**src/rtl/tmr16_pkg.sv**
```systemverilog
package tmr16_pkg;
  localparam int REG_ADDR_W = 2;
  localparam int BYTE_W     = 8;

  localparam logic [REG_ADDR_W-1:0] ADDR_LO  = 2'd0;
  localparam logic [REG_ADDR_W-1:0] ADDR_HI  = 2'd1;
  localparam logic [REG_ADDR_W-1:0] ADDR_CTL = 2'd2;

  // control field positions
  localparam int BIT_RUN    = 0;
  localparam int BIT_SRC    = 1;
  localparam int BIT_NOSYNC = 2;
  localparam int BIT_OSC    = 3;
  localparam int BIT_PS_LO  = 4;
  localparam int BIT_PS_HI  = 5;
  localparam logic [BYTE_W-1:0] CTL_MASK = 8'h3F;

  typedef struct packed {
    logic              wrLo;
    logic              wrHi;
    logic              incr;
    logic [BYTE_W-1:0] data;
  } ctrlStrobes_t;
endpackage

```
**src/rtl/tmr16_ctrl.sv**
```systemverilog
module tmr16_ctrl
  import tmr16_pkg::*;
#(
  parameter int DIV_PHASES  = 4,
  parameter int SYNC_STAGES = 2,
  parameter int PS_W        = 3
) (
  input  logic                  clk,
  input  logic                  rstN,
  input  logic                  wrEn,
  input  logic [REG_ADDR_W-1:0] addr,
  input  logic [BYTE_W-1:0]     wrData,
  input  logic                  extClkIn,
  output logic [BYTE_W-1:0]     ctrlReg,
  output ctrlStrobes_t          stb
);
  localparam int PH_W = (DIV_PHASES > 1) ? $clog2(DIV_PHASES) : 1;
  localparam logic [PH_W-1:0] PH_LAST = PH_W'(DIV_PHASES - 1);

  logic [PH_W-1:0]        phaseQ;
  logic [SYNC_STAGES:0]   syncQ;
  logic                   extPrevQ;
  logic [PS_W-1:0]        psCntQ;
  logic [PS_W-1:0]        psLimit;
  logic                   intTick, edgeSync, edgeRaw, srcEvent, psHit;
  logic                   anyWrite, ctlWrite;

  assign anyWrite = wrEn && (addr != 2'd3);
  assign ctlWrite = wrEn && (addr == ADDR_CTL);

  // control register
  always_ff @(posedge clk or negedge rstN) begin
    if (!rstN) ctrlReg <= '0;
    else if (ctlWrite) ctrlReg <= wrData & CTL_MASK;
  end

  // internal tick divider
  always_ff @(posedge clk or negedge rstN) begin
    if (!rstN) phaseQ <= '0;
    else if (phaseQ == PH_LAST) phaseQ <= '0;
    else phaseQ <= phaseQ + PH_W'(1);
  end
  assign intTick = (phaseQ == PH_LAST);

  // synchronizer chain; top stage is the edge-detect history
  always_ff @(posedge clk or negedge rstN) begin
    if (!rstN) begin
      syncQ    <= '0;
      extPrevQ <= 1'b0;
    end else begin
      syncQ    <= {syncQ[SYNC_STAGES-1:0], extClkIn};
      extPrevQ <= extClkIn;
    end
  end
  assign edgeSync = syncQ[SYNC_STAGES-1] & ~syncQ[SYNC_STAGES];
  assign edgeRaw  = extClkIn & ~extPrevQ;

  always_comb begin
    if (!ctrlReg[BIT_SRC])        srcEvent = intTick;
    else if (ctrlReg[BIT_NOSYNC]) srcEvent = edgeRaw;
    else                          srcEvent = edgeSync;
  end

  // prescaler
  always_comb begin
    unique case (ctrlReg[BIT_PS_HI:BIT_PS_LO])
      2'b00:   psLimit = PS_W'(0);
      2'b01:   psLimit = PS_W'(1);
      2'b10:   psLimit = PS_W'(3);
      default: psLimit = PS_W'(7);
    endcase
  end

  assign psHit = ctrlReg[BIT_RUN] && srcEvent && (psCntQ == psLimit);

  always_ff @(posedge clk or negedge rstN) begin
    if (!rstN) psCntQ <= '0;
    else if (anyWrite) psCntQ <= '0;
    else if (ctrlReg[BIT_RUN] && srcEvent) begin
      if (psCntQ == psLimit) psCntQ <= '0;
      else psCntQ <= psCntQ + PS_W'(1);
    end
  end

  always_comb begin
    stb.wrLo = wrEn && (addr == ADDR_LO);
    stb.wrHi = wrEn && (addr == ADDR_HI);
    stb.incr = psHit;
    stb.data = wrData;
  end
endmodule

```
**src/rtl/tmr16_datapath.sv**
```systemverilog
module tmr16_datapath
  import tmr16_pkg::*;
#(
  parameter int CNT_W = 16
) (
  input  logic             clk,
  input  logic             rstN,
  input  ctrlStrobes_t     stb,
  input  logic             specialReset,
  input  logic             ovfClr,
  output logic [CNT_W-1:0] countValue,
  output logic             ovfFlag
);
  localparam logic [CNT_W-1:0] CNT_MAX = '1;
  localparam int HI_W = CNT_W - BYTE_W;

  logic anyCntWrite, wrapNow;

  assign anyCntWrite = stb.wrLo || stb.wrHi;
  assign wrapNow     = stb.incr && !anyCntWrite && !specialReset &&
                       (countValue == CNT_MAX);

  always_ff @(posedge clk or negedge rstN) begin
    if (!rstN) countValue <= '0;
    else if (anyCntWrite) begin
      if (stb.wrLo) countValue[BYTE_W-1:0] <= stb.data;
      if (stb.wrHi) countValue[CNT_W-1:BYTE_W] <= stb.data[HI_W-1:0];
    end
    else if (specialReset) countValue <= '0;
    else if (stb.incr) countValue <= countValue + CNT_W'(1);
  end

  always_ff @(posedge clk or negedge rstN) begin
    if (!rstN) ovfFlag <= 1'b0;
    else if (wrapNow) ovfFlag <= 1'b1;
    else if (ovfClr) ovfFlag <= 1'b0;
  end
endmodule

```
**src/rtl/tmr16_timer.sv**
```systemverilog
module tmr16_timer
  import tmr16_pkg::*;
#(
  parameter int CNT_W       = 16,
  parameter int DIV_PHASES  = 4,
  parameter int SYNC_STAGES = 2
) (
  input  logic             clk,
  input  logic             rstN,
  input  logic             wrEn,
  input  logic [1:0]       addr,
  input  logic [7:0]       wrData,
  output logic [7:0]       rdData,
  input  logic             extClkIn,
  input  logic             specialReset,
  input  logic             ovfClr,
  input  logic             irqEnable,
  output logic [CNT_W-1:0] countValue,
  output logic             ovfFlag,
  output logic             irqOut
);
  ctrlStrobes_t      stb;
  logic [BYTE_W-1:0] ctrlReg;

  tmr16_ctrl #(
    .DIV_PHASES (DIV_PHASES),
    .SYNC_STAGES(SYNC_STAGES),
    .PS_W       (3)
  ) ctrl_i (
    .clk     (clk),
    .rstN    (rstN),
    .wrEn    (wrEn),
    .addr    (addr),
    .wrData  (wrData),
    .extClkIn(extClkIn),
    .ctrlReg (ctrlReg),
    .stb     (stb)
  );

  tmr16_datapath #(.CNT_W(CNT_W)) dp_i (
    .clk         (clk),
    .rstN        (rstN),
    .stb         (stb),
    .specialReset(specialReset),
    .ovfClr      (ovfClr),
    .countValue  (countValue),
    .ovfFlag     (ovfFlag)
  );

  always_comb begin
    unique case (addr)
      ADDR_LO:  rdData = countValue[7:0];
      ADDR_HI:  rdData = countValue[15:8];
      ADDR_CTL: rdData = ctrlReg;
      default:  rdData = '0;
    endcase
  end

  assign irqOut = ovfFlag & irqEnable;
endmodule

```
**config.mk**
```make
export PLATFORM = sky130hd
export DESIGN_NAME = tmr16_timer
export DESIGN_NICKNAME = d
export VERILOG_FILES = /design/src/rtl/tmr16_pkg.sv /design/src/rtl/tmr16_ctrl.sv /design/src/rtl/tmr16_datapath.sv /design/src/rtl/tmr16_timer.sv
export SDC_FILE = /design/constraint.sdc
export NUM_CORES = 1
export LEC_CHECK = 0
export BUFFER_PORTS_ARGS = -buffer_cell sky130_fd_sc_hd__buf_4
export CAP_MARGIN = 30
export CORE_MARGIN = 5
export CORE_UTILIZATION = 51
export CTS_BUF_LIST = sky130_fd_sc_hd__clkbuf_4 sky130_fd_sc_hd__clkbuf_8
export CTS_CLUSTER_DIAMETER = 60
export DETAILED_ROUTE_END_ITERATION = 6
export PLACE_DENSITY = 0.76
export SKIP_CTS_REPAIR_TIMING = 1
export SYNTH_ARGS = -nofsm -noshare
export SYNTH_HDL_FRONTEND = slang
export SYNTH_HIERARCHICAL = 1
export SYNTH_SLANG_ARGS = --single-unit
```
**constraint.sdc**
```tcl
create_clock -name clk -period 2.1 [get_ports clk]
set_clock_uncertainty 0.05 [all_clocks]
set_input_delay 0.21 -clock clk [delete_from_list [all_inputs] [get_ports clk]]
set_output_delay 0.21 -clock clk [all_outputs]
set_load 0.01 [all_outputs]
```
==> metrics.txt, run 1 <==
Total Wirelength=5390 um; sequential standard cell area=776 um2; R2R cell count=8; Slowest-stage cell, CP=or3_4; run status=finished with violations; I/O pins=43; full die area=5310 um2; Synth Area per Inst=9.70 um2; Cell Area, Synth=2020 um2; met1 GRT Util=27.2%; post-synthesis sequential area ratio=38.5%; Area Overhead vs Synth=32.7%; GPL Wtd Cong=0.950; met3 usage=4.82%; Worst Path Max Fanout=5; number of flops mapped to enable cells by yosys=0; Cells after Synth=208; clock share of power=28.6%; largest net degree at the start of global routing=32; Hold WS=0.106 ns; Startpoint Class=flop; WP depth=8; M2 GR Usage=34.4%; Net Sw Frac=33.0%; CP peak stage delay=0.41 ns; Yosys warning total=6; FFs w/ async S/R, synth=100%; Worst path top cell family by delay=simple AND/OR/NAND/NOR gates; Die H=72.9 um; Worst VDD drop=576 uV; Clock Latency Late Sink=0.27 ns; synth cell count leaders=dfrtp_1, nand2_1, mux2i_1; unrepaired setup endpoints after global routing=true; DR DRC count=0; final setup fails=10; drt pass-1 iters=5; Clock Tree Root=clkbuf_8; clk sinks=31; area of the multi-input gates=1190 um2; Power Dens Cells=790 nW/um2; Die Width=72.9 um; detailed placement HPWL=3950 um; Post-synth top flop=dfrtp_1; FF-to-FF Start=ctrl_i/ctrlReg[5]; CP Capture Type=flop; Worst-path clk slew=0.07 ns; fraction of layout cells with a size suffix above 1=37.9%; failing checks=setup timing; Comb power frac=31.5%; largest cells by area after synthesis=dfrtp_1, mux2i_1, buf_4; Distinct cells, synth=52; r2r endpoint=dp_i/countValue[14]; hold depth=3; Initial Utilization=53.9%; vias=1854; CTS H-tree depth=2; Filler Cell Count=308; most frequent cell after synthesis=dfrtp_1; Ant. Diodes=0; crit path capture=dp_i/countValue[14]; relative max-transition margin=67.0%; WL/cell=17.3 um; total congestion overflow=0; Max Root-Sink Buffers=2; Period Utilization, post-route=104%; initial antenna violation count=0; worst-margin pin slew=0.491 ns; max_cap viols=0; critical setup path kind=reg2reg; setup ws final=-0.0815 ns; Int Pwr=1.42 mW; vias per cell=5.94; busiest grt layer=met2; Final Critical Period=2.18 ns; PortBufs=42; total CTS buffers=5; first-pass GRT wire length=8720 um; CP Cell Sequence=or3_4, o32ai_4, a31oi_4, nor2_4, buf_6, o21bai_4, and2_4, a221o_1; area leader, netlist=dfrtp_1; static leakage power=1.15 nW; antenna viol nets, final=0; Total Power=2.11 mW; TritonCTS clock tree=yes; vias in the first global route=1843; hold crit path type=in2reg; core area=3740 um2; Synth top area share=38.5%; fin. max-slew vios=0; 1st-iter DRT viols=169; total track usage=21.1%; Final nets=283; num rows=22; Final Hold Viols=0; WP data arrival=2.29 ns; synthesis-stage register bit count=31; Crit path buffers/inverters=1; Worst Setup SP=ctrl_i/ctrlReg[5]; CP Data Required Time=2.21 ns; Sequential Power Share=39.9%; Fmax achieved=458 MHz; FF-to-FF setup slack=-0.08 ns; Net Sw Power=697 uW
## placed cells by master, fill, tap and decap left out, types with 3 or more instances in the layout
cell type	Yosys	final
buf_4	11	60
dfrtp_1	31	31
nand2_1	19	15
mux2i_1	14	14
nand3_1	9	9
o2bb2ai_1	8	8
inv_1	8	8
o21ai_0	13	8
nor3_1	7	7
clkbuf_8	0	6
a221o_1	6	6
nor2_1	7	5
o21ai_1	2	5
nand2_2	0	4
nor2b_4	1	3
nor2b_1	5	3
nor3b_1	3	3
mux2_2	3	3
or3_1	4	3
mux2_1	3	3
ha_1	3	3
nor4_1	4	3
a22oi_2	0	3
buf_6	3	3
## power groups by stage
stage | logic (mW) | clock network [mW] | registers, mW
floorplan | 0.302 | 0 | 0.839
global placement | 0.581 | 0 | 0.833
detailed placement | 0.593 | 0 | 0.836
CTS | 0.599 | 0.617 | 0.829
global route | 0.717 | 0.639 | 0.862
finish | 0.665 | 0.605 | 0.845
## logic make-up after synthesis
group / Yosys count / share of synthesized area, %
compound gates: 52 / 19.4
fa+ha+maj: 3 / 1.86
buf+inv: 26 / 8.13
flops: 31 / 38.5
mux: 20 / 10.3
other cells: 1 / 0.186
simple gates: 75 / 21.7
## per-layer routing
metal	vias up	routed length [um]	share of wire (%)
met4	0	62	1.2
met5	-	0	0
met2	68	2620	49
li1	884	-	-
met1	896	2350	44
met3	6	356	6.6
## metrics by stage
step	setup TNS, ns	setup WS, ns	util (%)	cells	cell area (um2)
2_1_floorplan	-0.160	-0.140	-	209	2030
3_3_place_gp	-0.155	-0.0464	64.4	300	2410
3_5_place_dp	-0.654	-0.122	64.4	300	2410
4_1_cts	-1.46	-0.170	67.5	308	2530
5_1_grt	-1.66	-0.163	71.5	312	2680
6_report	-0.474	-0.0815	71.5	312	2680
## tightest hold or removal path: cells and delay by family
kind                   cells  cell delay, ns
buffers and inverters      1            0.08
AO/OA/AOI/OAI              1            0.05
AND/OR/NAND/NOR            1            0.04
## final cells by class
class,instances,share of cell area (%)
sequential,31,29.0
inverter,8,1.12
clock buffer,6,3.09
timing repair buffer,65,18.8
clock inverter,2,1.31
multi-input combinational,152,44.4
tap,48,2.24
## registers in the layout (all words and copies together), names as in the netlist
signal / flops
ctrl_i/phaseQ: 2
dp_i/ovfFlag: 1
dp_i/countValue: 16
ctrl_i/syncQ: 3
ctrl_i/psCntQ: 3
ctrl_i/ctrlReg: 6
## how the worst min path moves through the flow
| stage | startpoint | end | slack (ns) |
|---|---|---|---|
| 2_1_floorplan | rstN | ctrl_i/ctrlReg[0] | -0.14 |
| 3_3_place_gp | rstN | dp_i/countValue[10] | 0.12 |
| 3_5_place_dp | rstN | dp_i/countValue[10] | 0.12 |
| 4_1_cts | rstN | dp_i/countValue[2] | -0.18 |
| 5_1_grt | wrData[7] | dp_i/countValue[7] | 0.11 |
| 6_report | wrData[7] | dp_i/countValue[7] | 0.11 |
No activity file was read; power rests on OpenSTA's default activity.
==> run 2, diff against run 1 <==
SKIP_LAST_GASP = 1   (was unset)
==> run 2 against run 1 <==
  * The run still ends with setup timing left
  * Global-route usage unchanged
  * Largest power group unchanged
  * Non-clock buffer count unchanged
  * Wire length increased by 0.24%
  * Via count increased by 1.4%
  * Critical endpoint unchanged
==> metrics.txt, run 2 (synthesis gave the netlist of run 1 again) <==
hold crit path type=in2reg (unchanged); critical hold path startpoint=wrData[7] (unchanged); Final nets=283 (unchanged); vias per cell=6.03 (was 5.94); num rows=22 (unchanged); 1st-iter DRT viols=168 (was 169); CP Data Required Time=2.21 ns (about the same); static leakage power=1.15 nW (unchanged); Crit path buffers/inverters=1 (unchanged); largest net degree at the start of global routing=32 (unchanged); Total Neg Setup Slack=-0.462 ns (was -0.474 ns); R2R cell count=8 (unchanged); Ant. Diodes=0 (unchanged); worst-margin pin slew=0.494 ns (was 0.491 ns); max_cap viols=0 (unchanged); r2r endpoint=dp_i/countValue[14] (unchanged); Largest regs=dp_i/countValue (16), ctrl_i/ctrlReg (6) (unchanged); CTS H-tree depth=2 (unchanged); Area Overhead vs Synth=32.7% (unchanged); TritonCTS clock tree=yes (unchanged); Period Utilization, post-route=104% (about the same); clock share of power=28.5% (was 28.6%); Total Wirelength=5400 um (was 5390 um); CP peak stage delay=0.41 ns (about the same); Clock Tree Root=clkbuf_8 (unchanged); Initial Utilization=53.9% (unchanged); Worst path top cell family by delay=simple AND/OR/NAND/NOR gates (unchanged); unrepaired setup endpoints after global routing=true (unchanged); FF-to-FF Start=ctrl_i/ctrlReg[5] (unchanged); clk sinks=31 (unchanged); Largest register FFs=16 (unchanged); fraction of layout cells with a size suffix above 1=37.9% (unchanged); Die Width=72.9 um (unchanged); Net Sw Frac=32.9% (was 33.0%); Post-Layout Inst Area=2680 um2 (unchanged); GPL Wtd Cong=0.950 (unchanged); setup ws final=-0.0772 ns (was -0.0815 ns); CP Cell Sequence=or3_4, o32ai_4, a31oi_4, nor2_4, buf_6, o21bai_4, and2_4, a221o_1 (unchanged); Slowest-stage cell, CP=or3_4 (unchanged); Startpoint Class=flop (unchanged); Worst-path clk slew=0.07 ns (about the same); hold depth=3 (unchanged); full die area=5310 um2 (unchanged); antenna viol nets, final=0 (unchanged); total track usage=21.1% (unchanged); first-pass GRT wire length=8720 um (unchanged); run status=finished with violations (unchanged); FF-to-FF setup slack=-0.08 ns (about the same); vias in the first global route=1843 (unchanged); Comb power frac=31.5% (about the same); drt pass-1 iters=5 (unchanged); WP data arrival=2.29 ns (about the same); fin. max-slew vios=0 (unchanged); most frequent cells in the layout=buf_4, dfrtp_1, nand2_1 (unchanged); CP Capture Type=flop (unchanged); Int Pwr=1.42 mW (about the same); Net Sw Power=696 uW (was 697 uW); Filler Cell Count=308 (unchanged); critical setup path kind=reg2reg (unchanged); core area=3740 um2 (unchanged); relative max-transition margin=66.8% (was 67.0%); Max Root-Sink Buffers=2 (unchanged); Final Hold Viols=0 (unchanged); I/O pins=43 (unchanged); Fmax achieved=459 MHz (was 458 MHz); WL/cell=17.3 um (about the same); total CTS buffers=5 (unchanged); failing checks=setup timing (unchanged); Final Critical Period=2.18 ns (about the same); vias=1880 (was 1854); most common cell after layout, fill and taps aside=buf_4 (unchanged); final setup fails=11 (was 10); Power Dens Cells=790 nW/um2 (about the same); Clock Latency Late Sink=0.27 ns (about the same); Sequential Power Share=40.0% (was 39.9%); detailed placement HPWL=3950 um (unchanged); PortBufs=42 (unchanged); total congestion overflow=0 (unchanged); Cell Area, Placed=2410 um2 (unchanged); Worst Path Max Fanout=5 (unchanged); largest reg by FF count=dp_i/countValue (unchanged); Die H=72.9 um (unchanged); Place WS=-0.122 ns (unchanged); worst hold endpoint=dp_i/countValue[7] (unchanged); DR DRC count=0 (unchanged); Worst VDD drop=577 uV (was 576 uV); initial antenna violation count=0 (unchanged)
run 2: cell counts in the layout (fill, tap and decap cells not counted):
No cell type changed its count.
run 2: through the flow:
step                      std cells  utilization (%)  hold slack, ns  power (mW)
after floorplan                 209                -          -0.136        1.14
final                           312             71.5           0.108        2.11
after global routing            312             71.5           0.106        2.22
after CTS                       308             67.5          -0.180        2.04
after global placement          300             64.4           0.117        1.41
after detailed placement        300             64.4           0.119        1.43
run 2: routing by layer:
metal | vias up | part of all wire, % | global-route usage, % | routed length (um)
met5 | - | 0 | 0 | 0
met4 | 0 | 0.89 | 7.79 | 48
li1 | 883 | - | - | -
met2 | 79 | 48 | 34.4 | 2600
met1 | 914 | 44 | 27.2 | 2360
met3 | 4 | 7.3 | 4.82 | 396
run 2: worst max path at each step:
stage / slack [ns] / startpoint / depth (start not counted) / to
finish: -0.08 / ctrl_i/ctrlReg[5] / 8 / dp_i/countValue[14]
global route: -0.16 / ctrl_i/ctrlReg[5] / 9 / dp_i/countValue[8]
CTS: -0.17 / ctrl_i/ctrlReg[5] / 9 / dp_i/countValue[14]
detailed placement: -0.12 / ctrl_i/ctrlReg[5] / 9 / dp_i/countValue[14]
global placement: -0.05 / ctrl_i/ctrlReg[5] / 9 / dp_i/countValue[13]
floorplan: -0.14 / ctrl_i/ctrlReg[5] / 10 / dp_i/countValue[5]
run 2: final cells by class:
class	count	area (um2)	share of cell area, %
clock inverters	2	35.0	1.31
inverters	8	30.0	1.12
flip-flops and latches	31	776	29.0
multi-input cells	152	1190	44.4
clock buffers	6	82.6	3.09
well taps	48	60.1	2.24
repair buffers	65	504	18.8
run 2: power by group through the flow:
stage	sequential (mW)	combinational, mW	clock, mW
6_report	0.846	0.665	0.603
2_1_floorplan	0.839	0.302	0
3_3_place_gp	0.833	0.581	0
5_1_grt	0.862	0.717	0.639
4_1_cts	0.829	0.599	0.617
3_5_place_dp	0.836	0.593	0
run 2: worst min-delay path, delay by kind of cell:
kind            cells  cell delay [ns]
compound gates      1             0.05
simple gates        1             0.04
buf+inv             1             0.08
==> run 3, diff against run 2 <==
CORE_UTILIZATION = 49   (was 51)
CTS_BUF_LIST = unset   (was sky130_fd_sc_hd__clkbuf_4 sky130_fd_sc_hd__clkbuf_8)
GPL_ROUTABILITY_DRIVEN = 0   (was unset)
PLACE_DENSITY = 0.74   (was 0.76)
==> run 3 against run 2 <==
  * The run still ends with setup timing left
  * Utilization fell by 3.6 points
  * Register-to-register slack worse by 0.08 ns
  * Global-route usage grew 0.30 points
  * Count of clock-buffer cells in the layout stayed put
  * Sequential power shrank 2%
  * Fmax decreased by 3.4%
  * Clock power grew 0.8%
  * Flip-flop and latch count did not move
  * Critical endpoint is now dp_i/countValue[3]
  * Largest cell class unchanged
  * Largest power group unchanged
==> metrics.txt, run 3 (synthesis gave the netlist of run 1 again) <==
run status=finished with violations (unchanged); failing checks=setup timing (unchanged); Ant. Diodes=0 (unchanged); 1st-iter DRT viols=180 (was 168); Filler Cell Count=322 (was 308); Worst Path Max Fanout=3 (was 5); fin. max-slew vios=0 (unchanged); setup ws final=-0.154 ns (was -0.0772 ns); Largest register FFs=16 (unchanged); CP Cell Sequence=or3_4, o32ai_4, a31oi_4, nor2_4, nor2_4, o21ai_4, buf_6, nand2_1, a221o_2 (was or3_4, o32ai_4, a31oi_4, nor2_4, buf_6, o21bai_4, and2_4, a221o_1); Startpoint Class=flop (unchanged); worst-margin pin slew=0.530 ns (was 0.494 ns); critical setup path kind=reg2reg (unchanged); PortBufs=42 (unchanged); Clock Latency Late Sink=0.28 ns (was 0.27 ns); critical hold path startpoint=wrData[7] (unchanged); Clock Tree Root=clkbuf_8 (unchanged); largest net degree at the start of global routing=32 (unchanged); largest reg by FF count=dp_i/countValue (unchanged); Worst Setup SP=ctrl_i/psCntQ[1] (was ctrl_i/ctrlReg[5]); Die Width=74.2 um (was 72.9 um); FF-to-FF setup slack=-0.15 ns (was -0.08 ns); relative max-transition margin=64.3% (was 66.8%); Initial Utilization=50.4% (was 53.9%); I/O pins=43 (unchanged); critical path's most frequent cell=nor2_4; total congestion overflow=0 (unchanged); first-pass GRT wire length=8870 um (was 8720 um); core area=4000 um2 (was 3740 um2); Total Neg Setup Slack=-1.59 ns (was -0.462 ns); Worst-path clk slew=0.07 ns (about the same); Worst VDD drop=659 uV (was 577 uV); static leakage power=1.17 nW (was 1.15 nW); Crit path buffers/inverters=1 (unchanged); Final Critical Period=2.25 ns (was 2.18 ns); TritonCTS clock tree=yes (unchanged); total track usage=21.4% (was 21.1%); Fmax achieved=444 MHz (was 459 MHz); full die area=5500 um2 (was 5310 um2); Hold WS=0.136 ns (was 0.108 ns); sequential standard cell area=776 um2 (unchanged); CTS H-tree depth=2 (unchanged); Power Dens Cells=786 nW/um2 (was 790 nW/um2); CP Capture Type=flop (unchanged); detailed placement HPWL=4010 um (was 3950 um); WP data arrival=2.37 ns (was 2.29 ns); CP Data Required Time=2.21 ns (about the same); WL/cell=17.7 um (was 17.3 um); DR DRC count=0 (unchanged); vias in the first global route=1786 (was 1843); Worst path top cell family by delay=compound AO/OA/AOI/OAI gates (was simple AND/OR/NAND/NOR gates); unrepaired setup endpoints after global routing=true (unchanged); Period Utilization, post-route=107% (was 104%); fraction of layout cells with a size suffix above 1=37.6% (was 37.9%); total CTS buffers=5 (unchanged); Total Wirelength=5610 um (was 5400 um); hold depth=3 (unchanged); clk sinks=31 (unchanged); antenna viol nets, final=0 (unchanged); WP depth=9 (was 8); R2R cell count=9 (was 8); Final nets=285 (was 283); Die H=74.2 um (was 72.9 um); FF-to-FF Start=ctrl_i/psCntQ[1] (was ctrl_i/ctrlReg[5]); max_cap viols=0 (unchanged); drt pass-1 iters=4 (was 5); Area Overhead vs Synth=34.6% (was 32.7%); hold crit path type=in2reg (unchanged); vias per cell=5.91 (was 6.03); area of the multi-input gates=1200 um2 (was 1190 um2); final setup fails=16 (was 11); Final Hold Viols=0 (unchanged); vias=1869 (was 1880); most frequent cells in the layout=buf_4, dfrtp_1, nand2_1 (unchanged); most common cell after layout, fill and taps aside=buf_4 (unchanged); Largest regs=dp_i/countValue (16), ctrl_i/ctrlReg (6) (unchanged); num rows=23 (was 22); CP peak stage delay=0.41 ns (about the same); Max Root-Sink Buffers=2 (unchanged); Slowest-stage cell, CP=or3_4 (unchanged); initial antenna violation count=0 (unchanged)
==> run 3: changes by cell type in the layout (fill, tap and decap cells not counted), sizes merged <==
cell  previous run  this run
buf             63        65
==> run 3: tightest hold or removal path: stages <==
cell and delay (ns):
buf_4 0.09, nand2_1 0.05, o221ai_1 0.07
==> run 3: worst paths after layout <==
kind,end
min in group asynchronous,ctrl_i/syncQ[2]
setup / recovery,dp_i/countValue[3]
max in group asynchronous,ctrl_i/ctrlReg[0]
setup reg to reg,dp_i/countValue[3]
hold / removal,dp_i/countValue[7]
hold reg to reg,ctrl_i/syncQ[2]
==> run 3: where the power goes <==
| group | internal [mW] | switching, mW | total, mW | leakage, nW |
|---|---|---|---|---|
| Sequential | 0.684 | 0.145 | 0.829 | 0.392 |
| Clock | 0.384 | 0.224 | 0.608 | 0.0612 |
| Combinational | 0.363 | 0.334 | 0.697 | 0.719 |
==> run 3: through the flow <==
| stage | power [mW] | cell area [um2] | setup slack (ns) | instances | utilization, % |
|---|---|---|---|---|---|
| global placement | 1.41 | 2410 | -0.0440 | 302 | 60.3 |
| finish | 2.13 | 2710 | -0.154 | 316 | 67.8 |
| detailed placement | 1.43 | 2410 | -0.0889 | 302 | 60.3 |
| CTS | 2.04 | 2530 | -0.197 | 310 | 63.3 |
| floorplan | 1.14 | 2030 | -0.140 | 209 | - |
| global route | 2.25 | 2710 | -0.263 | 316 | 67.8 |
==> run 3: layer usage <==
| metal | routed length [um] | vias up | share of wire [%] | track usage (%) |
|---|---|---|---|---|
| li1 | - | 895 | - | - |
| met1 | 2460 | 901 | 44 | 29.0 |
| met2 | 2750 | 64 | 49 | 34.3 |
| met3 | 302 | 9 | 5.4 | 3.65 |
| met4 | 102 | 0 | 1.8 | 7.85 |
| met5 | 0 | - | 0 | 0 |
==> run 3: final cells by class <==
type,count,area share [%]
Multi-Input combinational cell,152,44.3
Sequential cell,31,28.6
Timing Repair Buffer,67,19.4
Clock buffer,6,3.04
Tap cell,50,2.31
Clock inverter,2,1.29
Inverter,8,1.11
